<file path="config.mk">
export PLATFORM = sky130hd
export DESIGN_NAME = pciw_write_bridge
export DESIGN_NICKNAME = d
export VERILOG_FILES = /design/src/rtl/pciw_pkg.sv /design/src/rtl/pciw_sync_pipe.sv /design/src/rtl/pciw_cpu_port.sv /design/src/rtl/pciw_initiator.sv /design/src/rtl/pciw_write_bridge.sv
export SDC_FILE = /design/constraint.sdc
export NUM_CORES = 1
export LEC_CHECK = 0
export BUFFER_PORTS_ARGS = -buffer_cell sky130_fd_sc_hd__buf_2
export CAP_MARGIN = 15
export CORE_MARGIN = 10
export CORE_UTILIZATION = 40
export CTS_CLUSTER_DIAMETER = 60
export DETAILED_ROUTE_END_ITERATION = 10
export HOLD_SLACK_MARGIN = 0.1
export SYNTH_ARGS = -nofsm -noshare
export SYNTH_HDL_FRONTEND = slang
export SYNTH_SLANG_ARGS = --single-unit
</file>
<file path="constraint.sdc">
create_clock -name clk -period 2 [get_ports clk]
set_clock_uncertainty 0.2 [all_clocks]
set_input_delay 0.2 -clock clk [delete_from_list [all_inputs] [get_ports clk]]
set_output_delay 0.2 -clock clk [all_outputs]
set_load 0.1 [all_outputs]
</file>
<file path="src/rtl/pciw_pkg.sv">
package pciw_pkg;

    localparam int ADDR_W = 32;
    localparam int DATA_W = 32;
    localparam int BE_W   = DATA_W / 8;

    localparam logic [3:0] CMD_IO_WRITE  = 4'b0011;
    localparam logic [3:0] CMD_MEM_WRITE = 4'b0111;

    typedef enum logic [2:0] {
        ST_IDLE,
        ST_REQ,
        ST_ADDR,
        ST_DATA,
        ST_TURN,
        ST_GAP
    } ini_state_e;

    typedef struct packed {
        logic [ADDR_W-1:0] addr;
        logic [DATA_W-1:0] data;
        logic [BE_W-1:0]   be;
        logic              io;
    } wr_req_t;

    function automatic logic [3:0] wr_command(input logic io);
        return io ? CMD_IO_WRITE : CMD_MEM_WRITE;
    endfunction

    function automatic logic [BE_W-1:0] bus_byte_en(input logic [BE_W-1:0] be);
        return ~be;
    endfunction

endpackage

</file>
<file path="src/rtl/pciw_sync_pipe.sv">
module pciw_sync_pipe #(
    parameter int STAGES = 2,
    parameter int W      = 1
) (
    input  logic         clk,
    input  logic         rst,
    input  logic [W-1:0] d,
    output logic [W-1:0] q
);

    if (STAGES == 1) begin : g_single
        logic [W-1:0] q_r;
        always_ff @(posedge clk) begin
            if (rst) q_r <= '0;
            else     q_r <= d;
        end
        assign q = q_r;
    end else begin : g_chain
        logic [STAGES*W-1:0] sr;
        always_ff @(posedge clk) begin
            if (rst) sr <= '0;
            else     sr <= {sr[(STAGES-1)*W-1:0], d};
        end
        assign q = sr[STAGES*W-1 -: W];
    end

endmodule

</file>
<file path="src/rtl/pciw_cpu_port.sv">
module pciw_cpu_port
    import pciw_pkg::*;
#(
    parameter int SYNC_STAGES = 2
) (
    input  logic              clk,
    input  logic              rst,
    input  logic              cpu_ads,
    input  logic [ADDR_W-1:0] cpu_addr,
    input  logic [DATA_W-1:0] cpu_wdata,
    input  logic [BE_W-1:0]   cpu_be,
    input  logic              cpu_io,
    input  logic              ini_done,
    input  logic              ini_err,
    output wr_req_t           req_hold,
    output logic              go,
    output logic              cpu_rdy,
    output logic              cpu_err
);

    logic       pending;
    logic       accept;
    logic [1:0] back_q;

    assign accept = cpu_ads && !pending;

    always_ff @(posedge clk) begin
        if (rst) begin
            pending  <= 1'b0;
            req_hold <= '0;
        end else begin
            if (cpu_rdy) pending <= 1'b0;
            if (accept) begin
                pending  <= 1'b1;
                req_hold <= '{addr: cpu_addr, data: cpu_wdata, be: cpu_be, io: cpu_io};
            end
        end
    end

    pciw_sync_pipe #(.STAGES(SYNC_STAGES), .W(1)) u_fwd (
        .clk (clk),
        .rst (rst),
        .d   (accept),
        .q   (go)
    );

    pciw_sync_pipe #(.STAGES(SYNC_STAGES), .W(2)) u_back (
        .clk (clk),
        .rst (rst),
        .d   ({ini_err, ini_done}),
        .q   (back_q)
    );

    assign cpu_rdy = back_q[0];
    assign cpu_err = back_q[0] & back_q[1];

    AST_RDY_ONLY_PENDING: assert property (@(posedge clk) disable iff (rst)
        cpu_rdy |-> pending);
    AST_RDY_IS_PULSE: assert property (@(posedge clk) disable iff (rst)
        cpu_rdy |=> !cpu_rdy);
    AST_HOLD_STABLE: assert property (@(posedge clk) disable iff (rst)
        (pending && !cpu_rdy) |=> $stable(req_hold));

endmodule

</file>
<file path="src/rtl/pciw_initiator.sv">
module pciw_initiator
    import pciw_pkg::*;
#(
    parameter int DEVSEL_CLKS = 5
) (
    input  logic              clk,
    input  logic              rst,
    input  logic              go,
    input  wr_req_t           wreq,
    input  logic              gnt_n,
    input  logic              frame_in_n,
    input  logic              irdy_in_n,
    input  logic              devsel_n,
    input  logic              trdy_n,
    input  logic              stop_n,
    output logic              req_n,
    output logic              frame_n,
    output logic              irdy_n,
    output logic              ctl_oe,
    output logic [DATA_W-1:0] ad,
    output logic [3:0]        cbe,
    output logic              ad_oe,
    output logic              done,
    output logic              err
);

    localparam int CNT_W = $clog2(DEVSEL_CLKS);
    localparam logic [CNT_W-1:0] ABORT_AT = CNT_W'(DEVSEL_CLKS - 2);

    ini_state_e       state;
    logic [CNT_W-1:0] dcnt;
    logic             seen;
    logic             retry_f;
    logic             seen_now;
    logic             bus_free;

    assign seen_now = seen || !devsel_n;
    assign bus_free = !gnt_n && frame_in_n && irdy_in_n;

    always_ff @(posedge clk) begin
        if (rst) begin
            state   <= ST_IDLE;
            req_n   <= 1'b1;
            frame_n <= 1'b1;
            irdy_n  <= 1'b1;
            ctl_oe  <= 1'b0;
            ad      <= '0;
            cbe     <= '0;
            ad_oe   <= 1'b0;
            done    <= 1'b0;
            err     <= 1'b0;
            dcnt    <= '0;
            seen    <= 1'b0;
            retry_f <= 1'b0;
        end else begin
            done <= 1'b0;
            err  <= 1'b0;
            unique case (state)
                ST_IDLE: begin
                    if (go) begin
                        req_n <= 1'b0;
                        state <= ST_REQ;
                    end
                end
                ST_REQ: begin
                    if (bus_free) begin
                        req_n   <= 1'b1;
                        frame_n <= 1'b0;
                        ctl_oe  <= 1'b1;
                        ad_oe   <= 1'b1;
                        ad      <= wreq.addr;
                        cbe     <= wr_command(wreq.io);
                        state   <= ST_ADDR;
                    end
                end
                ST_ADDR: begin
                    frame_n <= 1'b1;
                    irdy_n  <= 1'b0;
                    ad      <= wreq.data;
                    cbe     <= bus_byte_en(wreq.be);
                    dcnt    <= '0;
                    seen    <= 1'b0;
                    state   <= ST_DATA;
                end
                ST_DATA: begin
                    if (!trdy_n || !stop_n || (!seen_now && dcnt == ABORT_AT)) begin
                        irdy_n  <= 1'b1;
                        ad_oe   <= 1'b0;
                        state   <= ST_TURN;
                        retry_f <= trdy_n && !stop_n;
                        done    <= !trdy_n || stop_n;
                        err     <= trdy_n && stop_n;
                    end else begin
                        seen <= seen_now;
                        if (!seen_now) dcnt <= dcnt + 1'b1;
                    end
                end
                ST_TURN: begin
                    ctl_oe <= 1'b0;
                    state  <= retry_f ? ST_GAP : ST_IDLE;
                end
                ST_GAP: begin
                    req_n <= 1'b0;
                    state <= ST_REQ;
                end
                default: state <= ST_IDLE;
            endcase
        end
    end

    AST_FRAME_NEEDS_GNT: assert property (@(posedge clk) disable iff (rst)
        $fell(frame_n) |-> $past(!gnt_n && frame_in_n && irdy_in_n));
    AST_ONE_ADDR_CLOCK: assert property (@(posedge clk) disable iff (rst)
        !frame_n |=> (frame_n && !irdy_n));
    AST_IRDY_WAITS: assert property (@(posedge clk) disable iff (rst)
        (!irdy_n && trdy_n && stop_n && !devsel_n) |=> !irdy_n);
    AST_AD_RELEASED: assert property (@(posedge clk) disable iff (rst)
        (!irdy_n && !trdy_n) |=> !ad_oe);
    AST_ABORT_NO_DEVSEL: assert property (@(posedge clk) disable iff (rst)
        (done && err) |-> $past(devsel_n));

endmodule

</file>
<file path="src/rtl/pciw_write_bridge.sv">
module pciw_write_bridge
    import pciw_pkg::*;
#(
    parameter int SYNC_STAGES = 2,
    parameter int DEVSEL_CLKS = 5
) (
    input  logic              clk,
    input  logic              rst,
    input  logic              cpu_ads,
    input  logic [ADDR_W-1:0] cpu_addr,
    input  logic [DATA_W-1:0] cpu_wdata,
    input  logic [BE_W-1:0]   cpu_be,
    input  logic              cpu_io,
    output logic              cpu_rdy,
    output logic              cpu_err,
    output logic              pci_req_n,
    input  logic              pci_gnt_n,
    input  logic              pci_frame_in_n,
    input  logic              pci_irdy_in_n,
    input  logic              pci_devsel_n,
    input  logic              pci_trdy_n,
    input  logic              pci_stop_n,
    output logic              pci_frame_n,
    output logic              pci_irdy_n,
    output logic              pci_ctl_oe,
    output logic [DATA_W-1:0] pci_ad,
    output logic [3:0]        pci_cbe,
    output logic              pci_ad_oe
);

    wr_req_t req_hold;
    logic    go;
    logic    ini_done;
    logic    ini_err;

    pciw_cpu_port #(.SYNC_STAGES(SYNC_STAGES)) u_cpu (
        .clk       (clk),
        .rst       (rst),
        .cpu_ads   (cpu_ads),
        .cpu_addr  (cpu_addr),
        .cpu_wdata (cpu_wdata),
        .cpu_be    (cpu_be),
        .cpu_io    (cpu_io),
        .ini_done  (ini_done),
        .ini_err   (ini_err),
        .req_hold  (req_hold),
        .go        (go),
        .cpu_rdy   (cpu_rdy),
        .cpu_err   (cpu_err)
    );

    pciw_initiator #(.DEVSEL_CLKS(DEVSEL_CLKS)) u_ini (
        .clk        (clk),
        .rst        (rst),
        .go         (go),
        .wreq       (req_hold),
        .gnt_n      (pci_gnt_n),
        .frame_in_n (pci_frame_in_n),
        .irdy_in_n  (pci_irdy_in_n),
        .devsel_n   (pci_devsel_n),
        .trdy_n     (pci_trdy_n),
        .stop_n     (pci_stop_n),
        .req_n      (pci_req_n),
        .frame_n    (pci_frame_n),
        .irdy_n     (pci_irdy_n),
        .ctl_oe     (pci_ctl_oe),
        .ad         (pci_ad),
        .cbe        (pci_cbe),
        .ad_oe      (pci_ad_oe),
        .done       (ini_done),
        .err        (ini_err)
    );

endmodule

</file>
==> results.yml <==
status:
  status: "finished, final reports clean"
logic_synthesis:
  syn_area_um2: 4920
  synth_fp_nets: 689
  synth-seq-cells: 127
  avgSynthCellArea_um2: 8.07
  synth_edf_count: 0
  synth_largest_area_cell: "dfxtp_1"
  ys_warn_count: 0
  ys_top_cells_by_area: "dfxtp_1 52%, nand2_1 11%, a21oi_1 11%, a31oi_1 4.6%, o21ai_1 4.1%"
  synth.distinct_cells: 41
  yosys.area.top_type_share_pct: 51.7
  syn_inst: 609
  yosysSeqAreaShare_pct: 51.7
  synth-main-ff-cell: "dfxtp_1"
  synthArstFlopShare_pct: 0
clocking:
  cts_buffers: 17
  clock_path_buffers: 2
  cts_tree: "done"
  clkSinkCount: 127
  clk_pin_slew_ns: 0.06
  cts-root-buf: "clkbuf_16"
  worstSkewPairLatency_ns: 0.42
  cts_max_level: 4
grt:
  overflow: 0
  grt.total_usage_pct: 19.1
  met2_usage_pct: 32.4
  antenna_found_initial: 0
  top_usage_layer: "met2"
  grt_max_degree: 61
  grt_use_met1_pct: 21.6
  grt_pass1_wl_mm: 26.0
  use_met3_pct: 5.76
  grt_pass1_vias: 5284
finish:
  fin_nets: 896
  mostFrequentLayoutCell: "nand2_1"
  mostFrequentLayoutCells: "144 x nand2_1, 127 x dfxtp_1, 120 x buf_2"
  drive_gt1_share_pct: 22.3
  fill_cells: 1037
  antennaDiodeCount: 0
  syn2layout_area_growth_pct: 48.9
detailed_routing:
  routed_wl_mm: 16.1
  viasPerCell: 5.21
  avgRoutedWirePerCell_um: 16.5
  drtPass1Iterations: 4
  ant_nets: 0
  drc: 0
  drtIter0Drc: 295
  vias: 5078
power_and_ir_drop:
  power.share.combinational_pct: 10.7
  seqPwrFrac_pct: 41.7
  power.share.clock_pct: 47.5
  p_leak_nw: 3.06
  peakVddDrop_mv: 0.551
  intPower_w: 0.00490
  powerDensity_nw_per_um2: 879
  power.share.switching_pct: 23.9
  power_w: 0.00643
  p_switching_w: 0.00154
sta:
  max_freq_mhz: 529
  fin_crit_sh_pct: 94.5
  worst-slew-pin-transition_ns: 0.651
  setup_viol: 0
  tns_ns: 0
  finalCriticalPeriod_ns: 1.89
  finalHoldViolations: 0
  rsz0062_at_grt: "no"
  drv_slew: 0
  slew_headroom_pct: 56.6
setup_path:
  slowest_delay_ns: 0.56
  worst-setup-path-type: "reg -> reg"
  cp_cell_sequence: "nand2b_4 > buf_12 > nand2_1 > a21oi_1 > dlygate4sd3_1"
  cp_data_required_time_ns: 2.16
  crit_arrival_ns: 2.05
  cp_max_fo: 29
  start_kind: "flip-flop"
  cp_slowest_cell: "dlygate4sd3_1"
  end_kind: "flip-flop"
floorplan:
  core_area_um2: 12000
  fp.dieW_um: 131
  initial_core_util_pct: 40.9
  dieHeight_um: 131
  rows: 40
  io_pins: 121
  dieArea_um2: 17100
hold_path:
  hp-class: "in -> reg"
place:
  portBuffers: 120
  gp_congestion: 0.799
  dpl.hpwl_mm: 10.0
flow_run:
  maxCapViolCount: 0
flip-flops by register name, summed over array words and instances, names as in the netlist:
| signal | count |
|---|---|
| u_ini.done | 1 |
| u_ini.irdy_n | 1 |
| u_cpu.req_hold | 69 |
| u_cpu.u_fwd.g_chain.sr | 2 |
| u_cpu.pending | 1 |
| u_ini.seen | 1 |
| u_ini.ad_oe | 1 |
| u_ini.dcnt | 3 |
| u_ini.state | 3 |
| u_ini.err | 1 |
| u_ini.retry_f | 1 |
| u_ini.cbe | 4 |
| u_ini.frame_n | 1 |
| u_cpu.u_back.g_chain.sr | 4 |
| u_ini.ad | 32 |
| u_ini.ctl_oe | 1 |
| u_ini.req_n | 1 |
worst paths after layout:
path / startpoint / end / slack [ns] / depth (start not counted)
max: u_cpu.pending / u_cpu.req_hold[60] / 0.11 / 5
min: cpu_ads / u_cpu.u_fwd.g_chain.sr[0] / 0.15 / 4
max reg2reg: u_cpu.pending / u_cpu.req_hold[60] / 0.11 / 5
min reg2reg: u_ini.err / u_cpu.u_back.g_chain.sr[1] / 0.24 / 1
power by group through the flow:
stage,Combinational (W),Clock (W),Sequential [W]
finish,0.000690,0.00306,0.00269
global route,0.000758,0.00321,0.00270
CTS,0.000672,0.00311,0.00268
detailed placement,0.000525,0,0.00274
global placement,0.000514,0,0.00273
floorplan,0.000268,0,0.00278
layout make-up:
class	instances	area [µm²]	area share, %
flip-flops and latches	127	2540	34.7
clock buffers	21	480	6.56
multi-input cells	421	2160	29.5
inverters	6	22.5	0.308
repair buffers	243	1820	24.9
clock inverters	10	111	1.52
well taps	147	184	2.51
cells in the mapped netlist (all sizes together), types with 2 or more instances:
cell type,number
nand3b,4
and3,2
nand2,144
o211ai,3
a21oi,105
and3b,2
nor3b,3
nand2b,6
clkbuf,37
dfxtp,127
a31oi,36
nor2b,7
buf,18
ha,2
nor3,4
inv,6
a221oi,2
a22o,2
nand3,4
o21ai,67
or3b,4
nor2,8
stage by stage:
stage	setup slack [ns]	instances	area, µm²	hold WS (ns)	utilization, %
floorplan	0.0349	609	4920	0.136	-
global placement	0.269	845	5720	0.219	47.6
detailed placement	0.212	845	5720	0.223	47.6
CTS	0.0897	973	7280	0.117	60.6
global route	0.0129	975	7320	0.162	61.0
finish	0.111	975	7320	0.153	61.0
kinds of logic (layout without fill, tap and decap cells):
logic type               after synthesis  count (layout)  share of synthesized area (%)
adder cells (fa/ha/maj)                2               2                          0.509
buffers and inverters                 61             280                           4.96
flip-flops                           127             127                           51.7
AND/OR/NAND/NOR                      194             194                           17.8
multiplexers                           1               1                          0.229
AO/OA/AOI/OAI                        224             224                           24.8
routing by layer:
metal / part of all wire, % / vias to the layer above / wire length (µm)
met5: 0 / - / 0
met4: 1.6 / 0 / 264
met3: 7.4 / 22 / 1200
met2: 49 / 154 / 7910
met1: 42 / 2375 / 6710
li1: - / 2527 / -
worst max-delay path, delay by kind of cell (launching register included):
kind                   cells  cell delay (ns)
AND/OR/NAND/NOR            2             0.30
flip-flops                 1             0.41
buffers and inverters      2             0.75
AO/OA/AOI/OAI              1             0.16
timing repair:
item                                   in CTS  in global routing
buffers inserted                            0                  1
hold buffers                               97                  0
endpoints found under the hold margin      82                  0
gates resized for setup                     0                  1
setup endpoints to repair                   0                 16
(Power assumes the default switching activity.)
